[src/rtl/interlock_pkg.sv]
package interlock_pkg;

  localparam int STAGES   = 6;
  localparam int RD_IDX   = 2;  // operands read here
  localparam int WB_IDX   = 5;  // results written here
  localparam int BR_IDX   = 4;  // branch redirects from here
  localparam int CLS_W    = 2;
  localparam int YOUNG_N  = BR_IDX;            // stages younger than the branch
  localparam int PROD_N   = WB_IDX - RD_IDX;   // producer window size

  typedef enum logic [CLS_W-1:0] {
    CLS_ALU    = 2'd0,
    CLS_LOAD   = 2'd1,
    CLS_STORE  = 2'd2,
    CLS_BRANCH = 2'd3
  } instClass_e;

  typedef enum logic [1:0] {
    PC_ADVANCE = 2'd0,
    PC_HOLD    = 2'd1,
    PC_TARGET  = 2'd2
  } pcSel_e;

  typedef struct packed {
    logic hold;
    logic redirect;
  } pcStrobe_t;

endpackage

[src/rtl/interlock_ctrl.sv]
module interlock_ctrl
  import interlock_pkg::*;
#(
  parameter int REG_W = 5
) (
  input  logic [STAGES-1:0]       stageValid,
  input  logic [STAGES*CLS_W-1:0] stageClass,
  input  logic [STAGES*REG_W-1:0] stageDest,
  input  logic [STAGES*REG_W-1:0] stageSrcA,
  input  logic [STAGES*REG_W-1:0] stageSrcB,
  input  logic                    brTaken,
  output logic                    stallFront,
  output logic [YOUNG_N-1:0]      killMask,
  output pcStrobe_t               strobe
);

  logic [REG_W-1:0] consSrcA;
  logic [REG_W-1:0] consSrcB;
  logic             consValid;
  logic [PROD_N-1:0] prodHit;
  logic             rawHazard;
  logic             redirect;
  instClass_e       brClass;

  // Lint sink: the full per-stage buses arrive, only some fields are consulted.
  logic unusedFields;
  assign unusedFields = ^{stageClass, stageDest, stageSrcA, stageSrcB};

  assign consValid = stageValid[RD_IDX];
  assign consSrcA  = stageSrcA[RD_IDX*REG_W +: REG_W];
  assign consSrcB  = stageSrcB[RD_IDX*REG_W +: REG_W];

  // One comparator pair per older stage that can still owe a write.
  for (genvar p = RD_IDX + 1; p <= WB_IDX; p++) begin : gProd
    instClass_e       pCls;
    logic [REG_W-1:0] pDest;
    logic             pWrites;
    assign pCls    = instClass_e'(stageClass[p*CLS_W +: CLS_W]);
    assign pDest   = stageDest[p*REG_W +: REG_W];
    assign pWrites = (pCls == CLS_ALU) || (pCls == CLS_LOAD);
    assign prodHit[p-RD_IDX-1] = stageValid[p] && pWrites && (pDest != '0) &&
                                 ((pDest == consSrcA) || (pDest == consSrcB));
  end

  assign rawHazard = consValid && (|prodHit);

  assign brClass  = instClass_e'(stageClass[BR_IDX*CLS_W +: CLS_W]);
  assign redirect = stageValid[BR_IDX] && (brClass == CLS_BRANCH) && brTaken;

  // Redirect outranks the data stall: the stalled consumer is being killed anyway.
  assign stallFront = rawHazard && !redirect;
  assign killMask   = redirect ? stageValid[YOUNG_N-1:0] : '0;

  assign strobe.hold     = stallFront;
  assign strobe.redirect = redirect;

endmodule

[src/rtl/interlock_pcpath.sv]
module interlock_pcpath
  import interlock_pkg::*;
#(
  parameter int PC_W    = 32,
  parameter int PC_STEP = 4
) (
  input  logic            clk,
  input  logic            rstN,
  input  pcStrobe_t       strobe,
  input  logic [PC_W-1:0] brTarget,
  output pcSel_e          sel,
  output logic [PC_W-1:0] pcQ
);

  localparam logic [PC_W-1:0] STEP = PC_W'(PC_STEP);

  logic [PC_W-1:0] pcNext;

  always_comb begin
    if (strobe.redirect)  sel = PC_TARGET;
    else if (strobe.hold) sel = PC_HOLD;
    else                  sel = PC_ADVANCE;
  end

  always_comb begin
    unique case (sel)
      PC_TARGET: pcNext = brTarget;
      PC_HOLD:   pcNext = pcQ;
      default:   pcNext = pcQ + STEP;
    endcase
  end

  always_ff @(posedge clk) begin
    if (!rstN) pcQ <= '0;
    else       pcQ <= pcNext;
  end

endmodule

[src/rtl/interlock_top.sv]
module interlock_top
  import interlock_pkg::*;
#(
  parameter int REG_W   = 5,
  parameter int PC_W    = 32,
  parameter int PC_STEP = 4
) (
  input  logic                          clk,
  input  logic                          rstN,
  input  logic [interlock_pkg::STAGES-1:0] stageValid,
  input  logic [interlock_pkg::STAGES*interlock_pkg::CLS_W-1:0] stageClass,
  input  logic [interlock_pkg::STAGES*REG_W-1:0] stageDest,
  input  logic [interlock_pkg::STAGES*REG_W-1:0] stageSrcA,
  input  logic [interlock_pkg::STAGES*REG_W-1:0] stageSrcB,
  input  logic                          brTaken,
  input  logic [PC_W-1:0]               brTarget,
  output logic                          holdFront,
  output logic                          bubbleAlu,
  output logic [interlock_pkg::YOUNG_N-1:0] flushYoung,
  output logic [1:0]                    pcSel,
  output logic [PC_W-1:0]               pc
);

  pcStrobe_t strobe;
  pcSel_e    selInt;
  logic      stallFront;

  interlock_ctrl #(.REG_W(REG_W)) uCtrl (
    .stageValid (stageValid),
    .stageClass (stageClass),
    .stageDest  (stageDest),
    .stageSrcA  (stageSrcA),
    .stageSrcB  (stageSrcB),
    .brTaken    (brTaken),
    .stallFront (stallFront),
    .killMask   (flushYoung),
    .strobe     (strobe)
  );

  interlock_pcpath #(.PC_W(PC_W), .PC_STEP(PC_STEP)) uPc (
    .clk      (clk),
    .rstN     (rstN),
    .strobe   (strobe),
    .brTarget (brTarget),
    .sel      (selInt),
    .pcQ      (pc)
  );

  assign holdFront = stallFront;
  assign bubbleAlu = stallFront;
  assign pcSel     = selInt;

endmodule

[config.mk]
export PLATFORM = sky130hd
export DESIGN_NAME = interlock_top
export DESIGN_NICKNAME = d
export VERILOG_FILES = /design/src/rtl/interlock_pkg.sv /design/src/rtl/interlock_ctrl.sv /design/src/rtl/interlock_pcpath.sv /design/src/rtl/interlock_top.sv
export SDC_FILE = /design/constraint.sdc
export NUM_CORES = 1
export LEC_CHECK = 0
export ABC_AREA = 0
export BUFFER_PORTS_ARGS = -buffer_cell sky130_fd_sc_hd__buf_2
export CORE_ASPECT_RATIO = 1.25
export CORE_MARGIN = 5
export CORE_UTILIZATION = 30
export CTS_CLUSTER_SIZE = 40
export DETAILED_ROUTE_END_ITERATION = 8
export GPL_ROUTABILITY_DRIVEN = 0
export PLACE_DENSITY = 0.73
export SLEW_MARGIN = 20
export SYNTH_ARGS = -nofsm -noshare
export SYNTH_HDL_FRONTEND = slang
export SYNTH_SLANG_ARGS = --single-unit
export TNS_END_PERCENT = 100
[constraint.sdc]
create_clock -name clk -period 2.3 [get_ports clk]
set_input_delay 0.46 -clock clk [delete_from_list [all_inputs] [get_ports clk]]
set_output_delay 0.46 -clock clk [all_outputs]
set_load 0.02 [all_outputs]
==> results.yml, run 1 <==
status:
  outcome: "finished with violations"
  violations: "setup timing"
detailed_routing:
  met2_wirelength_um: 4650
  wl_um: 9490
  num_vias: 3219
  ant_nets: 0
  drcViolationCount: 0
  drt_first_pass_iters: 5
  wl_per_cell_um: 16.1
  highest_layer: "met4"
  wl_met3_um: 871
  wl_met1_um: 3750
  vias_per_cell: 5.47
  drt-initial-drc-count: 221
flow_run:
  max_cap_violations: 0
synth:
  synth_top_cell_by_area: "dfxtp_1"
  synth_top_area_share_pct: 24.5
  ys_seq_elements: 32
  ys_types: 57
  yosys_warnings: 0
  ys_seq_area_share_pct: 24.5
  synth_most_common_cell: "nand2_1"
  ys.flop_type: "dfxtp_1"
  netlist_area_sq_um: 2620
  synth_edf_count: 0
  syn_avg_cell_area_sq_um: 7.50
  ys_top_cells_by_count: "47 x nand2_1, 32 x dfxtp_1, 32 x nor2_1, 31 x xor2_1, 17 x a21oi_1"
  synthTopCellsByArea: "dfxtp_1 24%, xor2_1 10%, nand2_1 6.7%, nor2_1 4.6%, o31ai_1 3.4%"
  syn-num-nets: 493
  synthArstFlopShare_pct: 0
  syn_inst: 349
cells_and_area:
  final_nets: 612
  multi_input_area_sq_um: 1840
  max_flop_register: "uPc.pcQ"
  final_core_util_pct: 41.8
  syn2layout_area_growth_pct: 37.4
  drive_above_1_share_pct: 36.7
  largest_reg_flops: 32
  nFillCells: 887
  seq_area_sq_um: 641
  antenna_cells: 0
  top_regs: "uPc.pcQ x32"
cts:
  clkTransAtPathRegs_ns: 0.07
  numCtsBuffers: 5
  cts-root-buf: "clkbuf_8"
  htree_num_levels: 2
  cts_tree: "built"
  insertion_delay_ns: 0.29
  clock_path_buffers: 2
  cts_sinks: 32
floorplan:
  dieWidth_um: 93.5
  dieHeight_um: 114
  pin_count: 183
  rows: 38
  dieArea_sq_um: 10700
  start_util_pct: 30.4
  core_sq_um: 8610
global_routing:
  grt_max_degree: 47
  grt_pass1_vias: 3266
  grt_overflow: 0
  antenna_found_initial: 0
  grt_first_pass_wirelength_um: 15400
  grt_use_total_pct: 17.7
timing:
  setup_tns_ns: -0.0464
  fin_ws_ns: -0.0156
  fmax_ghz: 0.432
  relSlewSlack_pct: 75.1
  setup_viol_count_final: 3
  tightest_slew_ns: 0.364
  rsz0062_at_grt: "true"
  finalCriticalPeriod_ns: 2.32
  hold_viol: 0
  fin_skew_ns: 0.00398
  post-route-period-util_pct: 101
  drv_slew: 0
placed_design:
  post-dp-hpwl_um: 7230
  port_buffers: 109
worst_setup_path:
  cp-start-kind: "input pin"
  crit_path_max_incr_delay_ns: 0.57
  worstSetupPathType: "in -> out"
  crit_required_ns: 1.84
  critPathSlowestCell: "or4b_4"
  critPathMaxFanout: 5
  path_common_cell: "buf_6"
  end_kind: "primary output"
  cp.arrival_ns: 1.86
  path_cells: "buf_6 -> nand4_1 -> nand2_2 -> or4b_4 -> o22ai_4 -> nor2_8 -> clkinv_4 -> buf_6"
power_and_ir_drop:
  leakage_nw: 1.51
  irDropWorstVdd_mv: 0.171
  power_density_nw_per_um2: 386
hold_path:
  holdCritPathClass: "in -> reg"
## final timing paths
| kind | startpoint | endpoint | slack (ns) | cells after the start |
|---|---|---|---|---|
| worst max-delay path | stageValid[4] | bubbleAlu | -0.02 | 8 |
| worst min-delay path | brTarget[0] | uPc.pcQ[0]$_SDFFE_PN0P_ | 0.41 | 3 |
| worst max register to register | uPc.pcQ[2]$_SDFFE_PN0P_ | uPc.pcQ[26]$_SDFFE_PN0P_ | 0.30 | 8 |
| worst min register to register | uPc.pcQ[0]$_SDFFE_PN0P_ | uPc.pcQ[0]$_SDFFE_PN0P_ | 0.47 | 2 |
## report_power, final
| group | switching [mW] | internal [mW] |
|---|---|---|
| combinational | 0.177 | 0.148 |
| sequential | 0.0261 | 0.573 |
| clock | 0.220 | 0.244 |
## cells in the final DEF, fill, tap and decap left out, types with 2 or more instances in the layout
master,count
clkbuf_8,6
a22oi_1,7
nor3_1,14
o31ai_1,12
or3_1,2
a41oi_1,2
xor2_1,31
a311oi_1,2
o311a_1,4
or4_1,2
o32ai_1,2
a311o_1,3
buf_4,27
a32oi_1,4
clkbuf_1,2
buf_6,7
nor2_1,32
o311ai_0,6
nand3_1,14
nand4_1,8
and3_2,2
dfxtp_1,32
or4b_4,2
and2_1,6
buf_12,3
a31o_2,5
nand2_1,46
o221a_2,5
buf_2,103
nor4_1,5
a21oi_1,17
and3_1,5
a31oi_1,12
o21ai_0,10
## final cells by class
type / instances / area share [%]
clock buffers: 8 / 2.51
inverters: 4 / 0.557
multi-input cells: 285 / 51.1
flip-flops and latches: 32 / 17.8
well taps: 120 / 4.18
repair buffers: 140 / 23.8
## timing repair
action	CTS	global route
hold buffers	0	0
pin swaps	1	5
setup buffers	1	3
endpoints found under the setup margin	3	9
gates resized for setup	1	18
## layer usage
metal,global-route usage (%),up-vias
li1,-,1550
met1,21.2,1481
met2,30.5,163
met3,4.54,25
met4,6.16,0
met5,0,-
## critical path, delay by kind of cell
kind                   cells  cell delay, ns
AOI/OAI and AO/OA          1            0.26
buffers and inverters      3            0.29
and+or+nand+nor            4            0.84
## per-stage QoR
step	power [mW]	cell area (sq um)	setup WS (ns)	instances	hold WS, ns
floorplan	0.768	2630	-0.122	349	0.533
global placement	0.915	3400	-0.0261	577	0.447
detailed placement	0.924	3400	-0.0589	577	0.451
CTS	1.38	3500	-0.0112	586	0.402
global route	1.46	3600	-0.0739	589	0.408
finish	1.39	3600	-0.0156	589	0.411
## kinds of logic after synthesis
| kind of cell | count (synthesis) | synth area share [%] |
|---|---|---|
| AO/OA/AOI/OAI | 102 | 29.3 |
| XOR/XNOR | 31 | 10.4 |
| adder cells (fa/ha/maj) | 1 | 0.478 |
| buffers and inverters | 32 | 6.46 |
| flip-flops | 32 | 24.5 |
| AND/OR/NAND/NOR | 151 | 28.9 |
Note: power is estimated with default switching activity, not from simulation.
==> run 2: changes to the inputs <==
ABC_CLOCK_PERIOD_IN_PS = 2300   (was unset)
PLACE_DENSITY = unset   (was 0.73)
==> run 2 against run 1 <==
Effect of this change: the flow now finishes without violations; via count shrank 2.2%; first-iteration DRC count shrank 17%; register-to-register slack is essentially flat; non-clock buffer count grew 11; clock power grew 3%; die area is the same; sequential share of layout area shrank 0.12 points; global-route usage shrank 0.63 points; critical path depth is the same.
==> results.yml, run 2 (synthesized netlist as in run 1, its figures left out) <==
cells_and_area:
  nFillCells: 909
  syn2layout_area_growth_pct: 38.4
  largest_reg_flops: 32
  final_common_cell: "buf_2"
  layout.cells.most_common_list: "106 x buf_2, 47 x nand2_1, 43 x buf_4"
  antenna_cells: 0
  final_core_util_pct: 42.1
  top_regs: "uPc.pcQ x32"
  final_nets: 623
  drive_above_1_share_pct: 38.0
  final_cell_count_no_fill: 599
  max_flop_register: "uPc.pcQ"
hold_path:
  holdCritPathClass: "in -> reg"
placed_design:
  dp_worst_setup_slack_ns: -0.103
  post-dp-hpwl_um: 7150
  port_buffers: 109
  dp_cells: 589
power_and_ir_drop:
  switchingPower_mw: 0.415
  finalPower_mw: 1.41
  clock_power_share_pct: 34.1
  leakage_nw: 1.54
  power_density_nw_per_um2: 389
  irDropWorstVdd_mv: 0.270
  netSwitchingFraction_pct: 29.5
  p_int_mw: 0.992
  pwr-share-seq_pct: 42.3
  p_comb_share_pct: 23.6
worst_setup_path:
  path_cells: "buf_2 -> nand4_1 -> nand2_1 -> or4b_4 -> o22ai_4 -> nor2_8 -> inv_4 -> buf_4"
  r2r_setup_slack_ns: 0.29
  cp-start-kind: "input pin"
  crit_required_ns: 1.84
  path_delay_family: "simple AND/OR/NAND/NOR gates"
  cp.arrival_ns: 1.78
  end_kind: "primary output"
  crit_path_max_incr_delay_ns: 0.51
  critPathMaxFanout: 5
  critPathSlowestCell: "or4b_4"
  worstSetupPathType: "in -> out"
  worst-path-buf-inv: 3
floorplan:
  core_sq_um: 8610
  rows: 38
  dieHeight_um: 114
  dieArea_sq_um: 10700
  pin_count: 183
  start_util_pct: 30.4
  dieWidth_um: 93.5
global_routing:
  grt_first_pass_wirelength_um: 15000
  antenna_found_initial: 0
  grt_pass1_vias: 3098
  grt_max_degree: 30
  grt_overflow: 0
  grt_use_total_pct: 17.1
timing:
  setup_viol_count_final: 0
  hold_viol: 0
  fin_ws_ns: 0.0613
  relSlewSlack_pct: 72.9
  tightest_slew_ns: 0.407
  drv_slew: 0
  fin_skew_ns: 0.0108
  rsz0062_at_grt: "true"
  setup_tns_ns: 0
  finalCriticalPeriod_ns: 2.24
  fmax_ghz: 0.447
  post-route-period-util_pct: 97.3
detailed_routing:
  drt_first_pass_iters: 4
  num_vias: 3148
  drt-initial-drc-count: 183
  ant_nets: 0
  wl_per_cell_um: 15.3
  vias_per_cell: 5.26
  drcViolationCount: 0
  wl_um: 9180
cts:
  cts_tree: "built"
  cts-root-buf: "clkbuf_8"
  htree_num_levels: 2
  clkTransAtPathRegs_ns: 0.07
  cts_sinks: 32
  numCtsBuffers: 5
  clock_path_buffers: 2
  insertion_delay_ns: 0.28
flow_run:
  max_cap_violations: 0
status:
  outcome: "finished, final reports clean"
## run 2: metrics by stage
stage          hold slack [ns]  cell area, sq um
3_5_place_dp             0.450              3480
3_3_place_gp             0.441              3480
2_1_floorplan            0.533              2630
5_1_grt                  0.417              3620
4_1_cts                  0.404              3600
6_report                 0.411              3620
## run 2: metal layers
| metal | routed length [um] | global-route usage (%) | vias to the layer above |
|---|---|---|---|
| li1 | - | - | 1574 |
| met1 | 3840 | 21.2 | 1443 |
| met2 | 4470 | 29.6 | 124 |
| met3 | 759 | 3.42 | 7 |
| met4 | 105 | 4.99 | 0 |
| met5 | 0 | 0 | - |
## run 2: layout make-up
class,count,area (sq um),share of cell area [%]
multi-input cells,285,1820,50.3
well taps,120,150,4.15
inverters,4,17.5,0.484
flip-flops and latches,32,641,17.7
repair buffers,151,893,24.7
clock buffers,7,96.3,2.66
## run 2: path summary, 6_finish.rpt
path         cells past startpoint                  endpoint                     from
max reg2reg                      8  uPc.pcQ[26]$_SDFFE_PN0P_  uPc.pcQ[2]$_SDFFE_PN0P_
min                              3   uPc.pcQ[1]$_SDFFE_PN0P_              brTarget[1]
min reg2reg                      2   uPc.pcQ[1]$_SDFFE_PN0P_  uPc.pcQ[1]$_SDFFE_PN0P_
max                              8                  pcSel[0]            stageValid[4]
## run 2: what timing repair did
item                                    in CTS  in global routing
cloned                                       0                  0
gates resized for setup                      3                  3
buffers inserted                             2                  1
pin swaps                                    3                  2
hold buffers                                 0                  0
endpoints found under the setup margin       3                  3
## run 2: power by group through the flow
| stage | Combinational, mW | Sequential, mW | Clock (mW) |
|---|---|---|---|
| after detailed placement | 0.326 | 0.607 | 0 |
| final | 0.332 | 0.595 | 0.480 |
| after global placement | 0.323 | 0.607 | 0 |
| after global routing | 0.366 | 0.598 | 0.515 |
| after CTS | 0.329 | 0.595 | 0.491 |
| after floorplan | 0.141 | 0.627 | 0 |
## run 2: tightest hold or removal path: stages
cell and delay (ns):
buf_2 0.09, nand2_1 0.04, a21oi_1 0.05
==> run 3: changes to the inputs <==
ABC_AREA = 1   (was 0)
CTS_CLUSTER_SIZE = 25   (was 40)
==> run 3 against run 2 <==
Effect of this change: first-iteration DRC count shrank 2.2%; worst setup slack gained 0.25 ns; wire length grew 6.4%; total power grew 30%; global-route usage shrank 1.6 points; utilization shrank 3.4 points; combinational power grew 29%; critical endpoint unchanged.
==> results.yml, run 3 <==
status:
  outcome: "finished, final reports clean"
placed_design:
  port_buffers: 109
  dpl-instance-area_sq_um: 3720
  post-dp-hpwl_um: 7710
worst_setup_path:
  path_common_cell: "nand2_1"
  crit_required_ns: 1.84
  critPathMaxFanout: 4
  worstSetupPathType: "in -> out"
  cp-start-kind: "input pin"
  rr_worst_depth: 10
  path_cells: "buf_2 -> inv_1 -> nand2_1 -> nand2_1 -> nor2_1 -> nand3_1 -> nand2_1 -> nand2_1 -> nand3_2 -> nand2_2 -> inv_2 -> buf_2"
  critPathSlowestCell: "buf_2"
  path_delay_family: "simple AND/OR/NAND/NOR gates"
  cp.arrival_ns: 1.53
  r2r_setup_slack_ns: 0.51
  worst-path-buf-inv: 4
  end_kind: "primary output"
  r2r-end: "uPc.pcQ[28]$_SDFFE_PN0P_"
  crit_path_max_incr_delay_ns: 0.18
  reg2reg_from: "uPc.pcQ[2]$_SDFFE_PN0P_"
timing:
  setup_tns_ns: 0
  setup_viol_count_final: 0
  fin_skew_ns: 0.00640
  tightest_slew_ns: 0.645
  fmax_ghz: 0.503
  finalCriticalPeriod_ns: 1.99
  hold_viol: 0
  post-route-period-util_pct: 86.4
  drv_slew: 0
  rsz0062_at_grt: "false"
  relSlewSlack_pct: 57.0
cells_and_area:
  largest_reg_flops: 32
  final_common_cell: "nand2_1"
  antenna_cells: 0
  layout.cells.most_common_list: "225 x nand2_1, 109 x buf_2, 101 x nor2_1"
  drive_above_1_share_pct: 21.8
  max_flop_register: "uPc.pcQ"
  syn2layout_area_growth_pct: 27.0
  top_regs: "uPc.pcQ x32"
  final_nets: 826
  final_area_sq_um: 3890
  nFillCells: 1157
detailed_routing:
  wl_um: 9770
  drt_first_pass_iters: 4
  ant_nets: 0
  wl_met1_um: 4150
  drcViolationCount: 0
  num_vias: 3679
  highest_layer: "met4"
  drt-initial-drc-count: 179
  wl_per_cell_um: 12.0
  met2_wirelength_um: 4980
  wl_met3_um: 493
  vias_per_cell: 4.53
hold_path:
  whs_endpoint: "uPc.pcQ[0]$_SDFFE_PN0P_"
  holdCritPathClass: "in -> reg"
  hp-start: "brTarget[0]"
  hold-path-cell-count: 3
cts:
  clock_path_buffers: 2
  insertion_delay_ns: 0.28
  numCtsBuffers: 5
  cts_sinks: 32
  htree_num_levels: 2
  cts_setup_buffers: 0
  cts_tree: "built"
  cts_resized: 0
  cts_hold_buf: 0
  clkTransAtPathRegs_ns: 0.05
  cts-root-buf: "clkbuf_16"
synth:
  synthTopCellsByArea: "nand2_1 28%, dfxtp_1 21%, nor2_1 13%, nand3_1 9.2%, inv_1 7.5%"
  synth_most_common_cell: "nand2_1"
  ys_seq_area_share_pct: 20.9
  netlist_area_sq_um: 3060
  synthArstFlopShare_pct: 0
  ys.flop_type: "dfxtp_1"
  syn_inst: 581
  synth_edf_count: 0
  ys_seq_elements: 32
  synth_top_cell_by_area: "nand2_1"
  ys_types: 32
  syn-num-nets: 725
  ys_top_cells_by_count: "225 x nand2_1, 102 x nor2_1, 61 x inv_1, 56 x nand3_1, 32 x dfxtp_1"
  yosys_warnings: 0
  synth_top_area_share_pct: 27.6
  syn_avg_cell_area_sq_um: 5.27
power_and_ir_drop:
  clock_power_share_pct: 41.7
  netSwitchingFraction_pct: 30.5
  switchingPower_mw: 0.556
  irDropWorstVdd_mv: 0.208
  leakage_nw: 2.14
  p_comb_share_pct: 23.5
  power_density_nw_per_um2: 469
  pwr-share-seq_pct: 34.8
  p_int_mw: 1.27
floorplan:
  dieHeight_um: 123
  rows: 41
  start_util_pct: 30.5
  pin_count: 183
  dieArea_sq_um: 12300
  core_sq_um: 10100
  dieWidth_um: 100
global_routing:
  grt_first_pass_wirelength_um: 15600
  grt_pass1_vias: 3467
  grt_max_degree: 33
  antenna_found_initial: 0
  grt_use_total_pct: 15.5
  grt_overflow: 0
flow_run:
  max_cap_violations: 0
[run 3: worst max-delay path by stage]
stage | from | to | slack [ns] | cells after the start
floorplan | stageDest[23] | holdFront | 0.44 | 10
global placement | stageDest[29] | bubbleAlu | 0.30 | 12
detailed placement | stageDest[29] | bubbleAlu | 0.28 | 12
CTS | stageDest[29] | bubbleAlu | 0.28 | 12
global route | stageSrcB[10] | holdFront | 0.18 | 12
finish | stageDest[29] | pcSel[0] | 0.31 | 12
[run 3: logic make-up after synthesis]
| group | after synthesis | synth area share [%] |
|---|---|---|
| simple gates | 411 | 56.4 |
| compound gates | 29 | 5.15 |
| flops | 32 | 20.9 |
| mux | 3 | 0.981 |
| xor+xnor | 15 | 4.29 |
| buf+inv | 90 | 11.9 |
| fa+ha+maj | 1 | 0.409 |
[run 3: routing by layer]
layer  track usage, %  up-vias
li1                 -     1984
met3             2.20       10
met4             5.05        0
met1             18.3     1596
met2             28.5       89
met5                0        -
[run 3: area by class of cell]
| cell class | count | area, sq um | share of cell area, % |
|---|---|---|---|
| tap | 129 | 161 | 4.15 |
| multi-input combinational | 459 | 2060 | 53.0 |
| clock inverter | 2 | 35.0 | 0.901 |
| sequential | 32 | 641 | 16.5 |
| inverter | 69 | 259 | 6.66 |
| clock buffer | 6 | 129 | 3.32 |
| timing repair buffer | 115 | 603 | 15.5 |
[run 3: worst min-delay path, stage by stage]
cell and delay, ns:
buf_2 0.07, o21ai_0 0.07, nor2_1 0.08
[run 3: power by group through the flow]
stage | combinational, mW | sequential [mW] | clock [mW]
detailed placement | 0.433 | 0.646 | 0
floorplan | 0.231 | 0.677 | 0
global placement | 0.424 | 0.644 | 0
finish | 0.428 | 0.633 | 0.760
global route | 0.487 | 0.640 | 0.797
CTS | 0.434 | 0.634 | 0.781
[run 3: stage by stage]
step	hold WS (ns)	power (mW)	util (%)	instances	setup slack [ns]
after floorplan	0.561	0.907	-	581	0.439
after global placement	0.465	1.07	37.0	804	0.297
after detailed placement	0.480	1.08	37.0	804	0.282
after CTS	0.433	1.85	38.7	812	0.278
after global routing	0.462	1.92	38.7	812	0.180
final	0.438	1.82	38.7	812	0.314
